===== config.mk =====
export PLATFORM = sky130hd
export DESIGN_NAME = tape_char_codec
export DESIGN_NICKNAME = d
export VERILOG_FILES = /design/src/rtl/tape_codec_pkg.sv /design/src/rtl/tape_char_encode.sv /design/src/rtl/tape_char_decode.sv /design/src/rtl/tape_wr_serializer.sv /design/src/rtl/tape_rd_assembler.sv /design/src/rtl/tape_char_codec.sv
export SDC_FILE = /design/constraint.sdc
export NUM_CORES = 1
export LEC_CHECK = 0
export BUFFER_PORTS_ARGS = -buffer_cell sky130_fd_sc_hd__buf_2
export CORE_MARGIN = 2
export CORE_UTILIZATION = 50
export DETAILED_ROUTE_END_ITERATION = 12
export PLACE_DENSITY = 0.72
export SLEW_MARGIN = 10
export SYNTH_ARGS = -nofsm -noshare
export SYNTH_HDL_FRONTEND = slang
export SYNTH_SLANG_ARGS = --single-unit

===== constraint.sdc =====
create_clock -name clk -period 6.47 [get_ports clk]
set_input_delay 0.9705 -clock clk [delete_from_list [all_inputs] [get_ports clk]]
set_output_delay 0.9705 -clock clk [all_outputs]
set_load 0.1 [all_outputs]

===== src/rtl/tape_codec_pkg.sv =====
// Shared constants and types for the seven-track tape character codec.
package tape_codec_pkg;
    // Data bits per tape character; the encoding rules refer to bits 4 and 5.
    localparam int CHAR_W        = 6;
    // Character width on tape: data bits plus one parity bit on top.
    localparam int TAPE_W        = CHAR_W + 1;
    // Substitute code used for a zero character in BCD mode.
    localparam logic [CHAR_W-1:0] BCD_ZERO_CODE = 6'o12;
    // Data bit that, when set, flips the zone bit in BCD mode.
    localparam int ZONE_TRIG_BIT = 4;
    // Zone bit that gets flipped.
    localparam int ZONE_BIT      = 5;

    typedef enum logic {
        ENC_BCD = 1'b0,
        ENC_BIN = 1'b1
    } enc_mode_e;
endpackage


===== src/rtl/tape_char_encode.sv =====
// Encodes one 6-bit character into a 7-bit tape character.
// Assumes: purely combinational; the caller holds data and mode stable.
module tape_char_encode
    import tape_codec_pkg::*;
(
    input  logic [CHAR_W-1:0] data_i,
    input  enc_mode_e         mode_i,
    output logic [TAPE_W-1:0] tape_o
);
    logic [CHAR_W-1:0] mapped;
    logic              par;

    // Apply the BCD substitutions and build the parity bit.
    always_comb begin
        mapped = data_i;
        if (mode_i == ENC_BCD) begin
            if (data_i == '0) begin
                mapped = BCD_ZERO_CODE;
            end else if (data_i[ZONE_TRIG_BIT]) begin
                mapped[ZONE_BIT] = ~data_i[ZONE_BIT];
            end
        end
        // Even total for BCD, odd total for binary.
        par    = (mode_i == ENC_BCD) ? (^mapped) : ~(^mapped);
        tape_o = {par, mapped};
    end
endmodule


===== src/rtl/tape_char_decode.sv =====
// Decodes the data bits of one tape character back into a 6-bit character.
// Assumes: purely combinational; parity is not checked here.
module tape_char_decode
    import tape_codec_pkg::*;
(
    input  logic [CHAR_W-1:0] raw_i,
    input  enc_mode_e         mode_i,
    output logic [CHAR_W-1:0] data_o
);
    // Undo the BCD substitutions; binary passes through.
    always_comb begin
        data_o = raw_i;
        if (mode_i == ENC_BCD) begin
            if (raw_i == BCD_ZERO_CODE) begin
                data_o = '0;
            end else if (raw_i[ZONE_TRIG_BIT]) begin
                data_o[ZONE_BIT] = ~raw_i[ZONE_BIT];
            end
        end
    end
endmodule


===== src/rtl/tape_wr_serializer.sv =====
// Write path: accepts a word and sends it out as CHARS encoded characters,
// most significant group first, one per transfer on a valid/ready link.
// Assumes: a new word is taken only when the previous one has fully left;
// the encoding mode is captured together with the word.
module tape_wr_serializer
    import tape_codec_pkg::*;
#(
    parameter int CHARS = 6
) (
    input  logic                      clk,
    input  logic                      rst_n,
    input  logic [CHAR_W*CHARS-1:0]   word_i,
    input  logic                      word_valid_i,
    output logic                      word_ready_o,
    input  enc_mode_e                 mode_i,
    output logic [TAPE_W-1:0]         char_o,
    output logic                      char_valid_o,
    input  logic                      char_ready_i
);
    localparam int WORD_W = CHAR_W * CHARS;
    localparam int CNT_W  = (CHARS > 1) ? $clog2(CHARS) : 1;
    localparam logic [CNT_W-1:0] LAST_IDX = CNT_W'(CHARS - 1);

    logic [WORD_W-1:0] shreg;
    logic [CNT_W-1:0]  cnt;
    logic              busy;
    enc_mode_e         mode_q;

    // Load a word when idle, then shift one character out per transfer.
    always_ff @(posedge clk) begin
        if (!rst_n) begin
            shreg  <= '0;
            cnt    <= '0;
            busy   <= 1'b0;
            mode_q <= ENC_BCD;
        end else if (!busy) begin
            if (word_valid_i) begin
                shreg  <= word_i;
                cnt    <= '0;
                busy   <= 1'b1;
                mode_q <= mode_i;
            end
        end else if (char_ready_i) begin
            shreg <= shreg << CHAR_W;
            if (cnt == LAST_IDX) begin
                busy <= 1'b0;
                cnt  <= '0;
            end else begin
                cnt <= cnt + CNT_W'(1);
            end
        end
    end

    assign word_ready_o = !busy;
    assign char_valid_o = busy;

    tape_char_encode u_enc (
        .data_i (shreg[WORD_W-1 -: CHAR_W]),
        .mode_i (mode_q),
        .tape_o (char_o)
    );
endmodule


===== src/rtl/tape_rd_assembler.sv =====
// Read path: collects decoded characters into a word, top group first.
// A record end before the last group pads the remaining groups with zero.
// Assumes: mode is stable over the characters of one word.
module tape_rd_assembler
    import tape_codec_pkg::*;
#(
    parameter int CHARS = 6
) (
    input  logic                      clk,
    input  logic                      rst_n,
    input  logic [CHAR_W-1:0]         char_i,
    input  logic                      char_valid_i,
    input  logic                      rec_end_i,
    input  enc_mode_e                 mode_i,
    output logic [CHAR_W*CHARS-1:0]   word_o,
    output logic                      done_o
);
    localparam int WORD_W = CHAR_W * CHARS;
    localparam int ACC_W  = WORD_W - CHAR_W;
    localparam int CNT_W  = (CHARS > 1) ? $clog2(CHARS) : 1;
    localparam logic [CNT_W-1:0] LAST_IDX = CNT_W'(CHARS - 1);

    logic [ACC_W-1:0]  acc;
    logic [CNT_W-1:0]  cnt;
    logic [WORD_W-1:0] word_q;
    logic              done_q;
    logic [CHAR_W-1:0] dec;
    logic [WORD_W-1:0] acc_next;
    logic [WORD_W-1:0] aligned;
    logic              finish;

    tape_char_decode u_dec (
        .raw_i  (char_i),
        .mode_i (mode_i),
        .data_o (dec)
    );

    // Append the new character and left-align a short word.
    always_comb begin
        acc_next = {acc, dec};
        finish   = char_valid_i && (rec_end_i || (cnt == LAST_IDX));
        aligned  = acc_next;
        for (int k = 0; k < CHARS; k++) begin
            if (cnt == CNT_W'(k)) begin
                aligned = acc_next << (CHAR_W * (CHARS - 1 - k));
            end
        end
    end

    // Track the fill count and publish a finished word with a one-cycle pulse.
    always_ff @(posedge clk) begin
        if (!rst_n) begin
            acc    <= '0;
            cnt    <= '0;
            word_q <= '0;
            done_q <= 1'b0;
        end else begin
            done_q <= 1'b0;
            if (finish) begin
                word_q <= aligned;
                done_q <= 1'b1;
                acc    <= '0;
                cnt    <= '0;
            end else if (char_valid_i) begin
                acc <= acc_next[ACC_W-1:0];
                cnt <= cnt + CNT_W'(1);
            end
        end
    end

    assign word_o = word_q;
    assign done_o = done_q;
endmodule


===== src/rtl/tape_char_codec.sv =====
// Top: seven-track tape character codec, write serializer plus read assembler.
// Assumes: bin_mode is driven from the select field's bit 4 by a neighbour;
// the two paths run independently and share only the mode input.
module tape_char_codec
    import tape_codec_pkg::*;
#(
    parameter int CHARS  = 6,
    parameter int WORD_W = CHAR_W * CHARS
) (
    input  logic              clk,
    input  logic              rst_n,
    input  logic              bin_mode,
    input  logic [WORD_W-1:0] wr_word,
    input  logic              wr_valid,
    output logic              wr_ready,
    output logic [TAPE_W-1:0] tape_out,
    output logic              tape_out_valid,
    input  logic              tape_out_ready,
    input  logic [CHAR_W-1:0] tape_in,
    input  logic              tape_in_valid,
    input  logic              tape_in_last,
    output logic [WORD_W-1:0] rd_word,
    output logic              rd_done
);
    enc_mode_e mode;

    // Map the mode pin onto the encoding type.
    always_comb mode = enc_mode_e'(bin_mode);

    tape_wr_serializer #(.CHARS(CHARS)) u_wr (
        .clk          (clk),
        .rst_n        (rst_n),
        .word_i       (wr_word),
        .word_valid_i (wr_valid),
        .word_ready_o (wr_ready),
        .mode_i       (mode),
        .char_o       (tape_out),
        .char_valid_o (tape_out_valid),
        .char_ready_i (tape_out_ready)
    );

    tape_rd_assembler #(.CHARS(CHARS)) u_rd (
        .clk          (clk),
        .rst_n        (rst_n),
        .char_i       (tape_in),
        .char_valid_i (tape_in_valid),
        .rec_end_i    (tape_in_last),
        .mode_i       (mode),
        .word_o       (rd_word),
        .done_o       (rd_done)
    );
endmodule


==> key figures, run 1 <==
Outcome
  • Status: finished clean

Synth
  • Post-synthesis async set-or-reset flop share: 0
  • Syn_area_per_cell: 8.724 um2
  • Mapped Nets: 717
  • Top_reg_cell synth: dfxtp_1
  • Seq/Total Area, Yosys: 0.3853
  • Synth cell types: 57
  • Seq cells post-synth: 111
  • Mapped Cells: 661
  • Yosys warns: 0
  • Cell Area, Synth: 5767 um2
  • Post-synth EDFFs: 0

Worst setup path
  • Worst EP arrival: 2430 ps
  • CP max FO: 6
  • R2r endpoint: u_rd.word_o[29]
  • Critical path data required time: 5500 ps
  • Worst R2R Path Depth: 7
  • Startpoint types: flip-flop
  • Worst Setup End Kind: primary output
  • Reg2reg setup slack: 3310 ps
  • Reg-to-Reg Start: u_rd.cnt[2]
  • Setup CP Type: flip-flop to primary output

Die
  • Io pins: 95
  • Die H: 111.4 um
  • Starting Density: 0.5094
  • Floorplan row count: 39
  • Die Area: 12410 um2
  • Die W: 111.4 um
  • Core area: 11320 um2

Place
  • Final RePlAce weighted congestion: 0.8912
  • Detailed Place HPWL: 10210 um
  • Port bufs: 94

Min path
  • Type of the worst min-delay path: flip-flop to flip-flop
  • Hold path start: u_wr.cnt[0]
  • Hold Path End: u_wr.cnt[0]
  • Hold Path Cell Cnt: 1

Power
  • VDD IR max: 0.1701 mV
  • Leakage power: 2.930 nW
  • Power per Cell Area: 256.9 nW/um2

GRT
  • Gr ovfl total: 0
  • Largest net degree at the start of global routing: 61
  • GRT Util Overall: 0.2424
  • Vias in the first global route: 4784
  • Initial antenna violation count: 0
  • First-pass GRT wire length: 24420 um

Clock tree
  • Clock transition at path regs: 70 ps
  • Post-CTS sizing: 0
  • CTS tree: yes
  • Clock sinks: 111
  • Clk Tree Root Cell: clkbuf_16
  • Clk_lat worst skew: 360 ps
  • Total CTS buffers: 9
  • Clock tree buffer depth: 2
  • Hold_buf cts: 0
  • H-Tree Level Count: 3
  • Post CTS Setup Buffer Count: 0

Cells and area
  • Leading cell type in the layout, fill and taps excluded: dfxtp_1
  • Most frequent cells in the layout: 110 x dfxtp_1, 94 x buf_2, 73 x nand2_1, 61 x mux2i_1, 52 x nor2_1
  • Ratio of cells with drive above 1 in the final layout: 0.1793
  • # diodes: 0
  • Area delta synth->final: 12.04%
  • Post-layout nets: 765

Route
  • DR iter-0 viols: 536
  • Antenna viol nets, final: 0
  • DRT Wirelength: 14990 um
  • Routed wire per std cell: 17.49 um
  • DRC Markers: 0
  • Vias: 5182
  • Drt pass-1 iters: 5
  • Vias per std cell: 6.047

STA
  • Max Freq: 294.2 MHz
  • Fin crit period: 3399 ps
  • Final Hold Fails: 0
  • Fin Hold WS: 448.2 ps
  • Clk_skew: 8.580 ps
  • Worst slew margin: 0.2837
  • Tcrit/Tclk final: 0.5254
  • Setup TNS: 0 ps
  • Max Slew Vio Count: 0
  • RSZ-0062 raised after global routing: no
  • Slew at the pin with the worst max-slew slack: 1074 ps
  • Setup violators final: 0

Job
  • Max cap viols: 0
==> final cells by class <==
class,instances,area (um2)
fillers,1032,4860
clock inverters,3,25.02
multi-input cells,473,3199
clock buffers,13,270.3
well taps,143,178.9
repair buffers,99,508.0
flip-flops and latches,111,2223
inverters,15,56.30
==> critical path: stages, from the launching register on <==
cell and delay (ps):
dfxtp_1 360, inv_1 80, ha_1 140, or3b_2 450
a211o_1 280, a22oi_1 200, xnor2_1 140, buf_2 440
==> cell usage after synthesis (all sizes together), types with 7 or more instances <==
cell type | number | area [um2]
buf | 33 | 183.9
nor2b | 14 | 87.58
a21oi | 32 | 160.2
a221oi | 9 | 78.83
nand3 | 10 | 50.05
mux2i | 61 | 610.6
nand2b | 10 | 62.56
o21ai | 39 | 206.5
clkbuf | 29 | 108.9
and2 | 7 | 48.80
a22o | 7 | 61.31
o211ai | 8 | 60.06
nand2 | 74 | 280.3
o211a | 29 | 290.3
nand3b | 7 | 52.55
dfxtp | 111 | 2222
a21o | 10 | 75.07
a22oi | 21 | 157.7
nor2 | 52 | 195.2
ha | 7 | 87.58
inv | 15 | 56.30
a32oi | 12 | 105.1
==> report_power, final <==
| group | switching (mW) | total [mW] | internal (mW) |
|---|---|---|---|
| Sequential | 0.0333 | 0.749 | 0.715 |
| Combinational | 0.259 | 0.363 | 0.104 |
| Clock | 0.253 | 0.548 | 0.295 |
| Total | 0.545 | 1.66 | 1.11 |
==> per-layer routing <==
layer	wire length, um	global-route usage
met2	6781	0.3711
met4	330	0.09630
met1	6772	0.3362
met5	0	0
met3	1109	0.05117
==> kinds of logic after synthesis <==
logic type	after synthesis	share of synthesized area
xor gates and xnor gates	5	0.007593
adders and majority gates	7	0.01519
DFF	111	0.3853
and+or+nand+nor	191	0.1593
AOI/OAI and AO/OA	207	0.2623
buffers and inverters	77	0.06053
muxes	63	0.1098
==> flip-flops by register name, indices dropped and copies added, names as in the netlist <==
| signal | cells |
|---|---|
| u_wr.shreg | 36 |
| u_rd.acc | 30 |
| u_rd.cnt | 3 |
| u_wr.char_valid_o | 1 |
| u_wr.cnt | 3 |
| u_rd.done_o | 1 |
| u_wr.mode_q | 1 |
| u_rd.word_o | 36 |
==> stage by stage <==
stage	instance area, um2	instances	power, mW	setup slack [ps]	utilization
floorplan	5767	661	1.056	3394	-
global placement	6166	841	1.116	3350	0.5447
detailed placement	6166	841	1.125	3267	0.5447
CTS	6461	857	1.670	3049	0.5707
global route	6461	857	1.733	2936	0.5707
finish	6461	857	1.660	3071	0.5707
==> worst max-delay path by stage <==
| stage | start | to | cells after the start |
|---|---|---|---|
| after floorplan | u_wr.shreg[34] | tape_out[1] | 5 |
| after global placement | tape_in_valid | u_rd.cnt[2] | 5 |
| after detailed placement | tape_in_valid | u_rd.cnt[2] | 5 |
| after CTS | u_wr.shreg[34] | tape_out[6] | 7 |
| after global routing | u_wr.shreg[34] | tape_out[6] | 7 |
| final | u_wr.shreg[34] | tape_out[6] | 7 |
(Power assumes the default switching activity.)
==> inputs of run 2 (changes only) <==
==> constraint.sdc (replaced) <==
create_clock -name clk -period 3.5 [get_ports clk]
set_input_delay 0.525 -clock clk [delete_from_list [all_inputs] [get_ports clk]]
set_output_delay 0.525 -clock clk [all_outputs]
set_load 0.1 [all_outputs]
==> run 2 against run 1 <==
Via count increased by 1.4%; register-to-register slack worse by 2300 ps; clock skew up 3.0 ps; die area is the same; non-clock buffer count increased by 8; design area grew 0.83%; clock-buffer cell count is 1 lower; utilization grew 0.48 points; combinational power increased by 90%; wire length grew 2.5%; sequential power rose by 84%; worst hold slack worse by 0.58 ps; largest cell class unchanged; largest power group unchanged; highest routed layer unchanged.
==> key figures, run 2 (synthesized netlist as in run 1, its figures left out) <==
STA
  • Tcrit/Tclk final: 0.8408
  • Max Slew Vio Count: 0 (unchanged)
  • Worst slew margin: 0.4150 (+0.1312)
  • Setup violators final: 0 (unchanged)
  • Clk_skew: 11.58 ps (+2.999 ps)
  • Fin crit period: 2943 ps
  • Post-route setup slack: 557.2 ps (-2514 ps)
  • Slew at the pin with the worst max-slew slack: 877.6 ps (-196.9 ps)
  • RSZ-0062 raised after global routing: no
  • Max Freq: 339.8 MHz
  • Final Hold Fails: 0 (unchanged)
  • Setup TNS: 0 ps (unchanged)
  • Fin Hold WS: 447.6 ps (-0.5790 ps)

GRT
  • Gr ovfl total: 0 (unchanged)
  • Initial antenna violation count: 0 (unchanged)
  • First-pass GRT wire length: 24830 um (+1.7%)
  • Largest net degree at the start of global routing: 44 (-28%)
  • GRT Util Overall: 0.2445 (+0.002040)
  • Vias in the first global route: 4856 (+1.5%)

Route
  • DRT Wirelength: 15370 um (+2.5%)
  • Routed wire per std cell: 17.77 um (+1.6%)
  • Vias: 5257 (+1.4%)
  • DRC Markers: 0 (unchanged)
  • Antenna viol nets, final: 0 (unchanged)
  • Vias per std cell: 6.077 (+0.51%)
  • DR iter-0 viols: 552 (+3.0%)
  • Drt pass-1 iters: 5 (unchanged)

Clock tree
  • Total CTS buffers: 9 (unchanged)
  • Post CTS Setup Buffer Count: 0 (unchanged)
  • Clock sinks: 111 (unchanged)
  • H-Tree Level Count: 3 (unchanged)
  • Hold_buf cts: 0 (unchanged)
  • CTS tree: yes
  • Clock transition at path regs: 70 ps (about the same)
  • Clk Tree Root Cell: clkbuf_16
  • Clock tree buffer depth: 2 (unchanged)
  • Clk_lat worst skew: 360 ps (about the same)
  • Post-CTS sizing: 0 (unchanged)

Cells and area
  • Most frequent cells in the layout: 110 x dfxtp_1, 94 x buf_2, 73 x nand2_1, 61 x mux2i_1, 52 x nor2_1
  • Ratio of cells with drive above 1 in the final layout: 0.1870 (+0.007709)
  • # diodes: 0 (unchanged)
  • Fill cell count: 1035 (+0.29%)
  • Multi-input gate area: 3199 um2 (unchanged)
  • Register area: 2223 um2 (unchanged)
  • Area delta synth->final: 12.97%
  • Leading cell type in the layout, fill and taps excluded: dfxtp_1
  • Post-layout nets: 773 (+1.0%)

Place
  • Final RePlAce weighted congestion: 0.9508 (+6.7%)
  • Port bufs: 94 (unchanged)
  • Detailed Place HPWL: 10640 um (+4.2%)
  • Placement Setup Slack: 920.4 ps (-2347 ps)

Die
  • Io pins: 95 (unchanged)
  • Die H: 111.4 um (unchanged)
  • Starting Density: 0.5094 (unchanged)
  • Die Area: 12410 um2 (unchanged)
  • Floorplan row count: 39 (unchanged)
  • Die W: 111.4 um (unchanged)
  • Core area: 11320 um2 (unchanged)

Power
  • VDD IR max: 0.3692 mV (+120%)
  • Leakage power: 2.963 nW (+1.1%)
  • Power per Cell Area: 467.0 nW/um2 (+82%)

Worst setup path
  • CP max FO: 6 (unchanged)
  • Worst path bufs/invs: 2 (unchanged)
  • R2r endpoint: u_rd.word_o[14]
  • Worst Setup End Kind: primary output
  • Critical path data required time: 2970 ps (-2530 ps)
  • Worst EP arrival: 2420 ps (about the same)
  • Largest stage delay on the critical path: 450 ps (about the same)
  • Critical path's slowest cell: or3b_2
  • Worst R2R Path Depth: 6 (-1)
  • Critical path cell sequence: inv_1 > ha_1 > or3b_2 > a211o_1 > a22oi_1 > xnor2_1 > buf_2
  • Startpoint types: flip-flop
  • CP top delay family: buffers and inverters
  • Setup CP Type: flip-flop to primary output
  • Reg-to-Reg Start: u_rd.cnt[2]
  • Reg2reg setup slack: 1030 ps (-2280 ps)

Outcome
  • Status: finished clean

Min path
  • Hold Path Cell Cnt: 1 (unchanged)
  • Type of the worst min-delay path: flip-flop to flip-flop
  • Hold path start: u_wr.cnt[0]
  • Hold Path End: u_wr.cnt[0]

Job
  • Max cap viols: 0 (unchanged)
run 2: cell types whose count changed in the layout (fill, tap and decap cells not counted), sizes merged:
cell	delta
buf	+8
clkbuf	-1
clkinv	+1
run 2: stage by stage:
step	util	power (mW)	instances	area (um2)
floorplan	-	1.951	661	5767
global placement	0.5511	2.075	849	6238
detailed placement	0.5511	2.092	849	6238
CTS	0.5755	3.057	865	6515
global route	0.5755	3.167	865	6515
finish	0.5755	3.042	865	6515
run 2: report_power, final:
| part | switching [mW] | internal, mW |
|---|---|---|
| combinational | 0.490 | 0.200 |
| clock | 0.468 | 0.506 |
| sequential | 0.0557 | 1.32 |
| total | 1.01 | 2.03 |
run 2: worst register-to-register path, stage by stage (launching register included):
cell and delay (ps):
dfxtp_1 690, inv_1 130, ha_1 410, nor2_1 160
o22a_1 570, a22oi_1 260, o21ai_0 190
run 2: worst max path at each step:
stage | startpoint | endpoint | slack (ps) | depth (start not counted)
finish | u_wr.shreg[34] | tape_out[6] | 560 | 7
global route | u_wr.shreg[35] | tape_out[6] | 470 | 7
CTS | u_wr.shreg[34] | tape_out[6] | 540 | 7
detailed placement | u_wr.shreg[34] | tape_out[6] | 920 | 7
global placement | u_wr.shreg[34] | tape_out[6] | 940 | 7
floorplan | u_wr.shreg[34] | tape_out[1] | 870 | 5
run 2: cell type report:
cell class	instances	area share
Clock buffer	12	0.03783
Clock inverter	4	0.004609
Inverter	15	0.008642
Multi-Input combinational cell	473	0.4911
Sequential cell	111	0.3413
Tap cell	143	0.02746
Timing Repair Buffer	107	0.08911
run 2: per-layer routing:
| metal | GRT usage | vias to the layer above | wire (um) |
|---|---|---|---|
| met2 | 0.3821 | 167 | 7028 |
| met5 | 0 | - | 0 |
| met1 | 0.3355 | 2554 | 7043 |
| li1 | - | 2512 | - |
| met4 | 0.09053 | 0 | 266 |
| met3 | 0.05117 | 24 | 1030 |
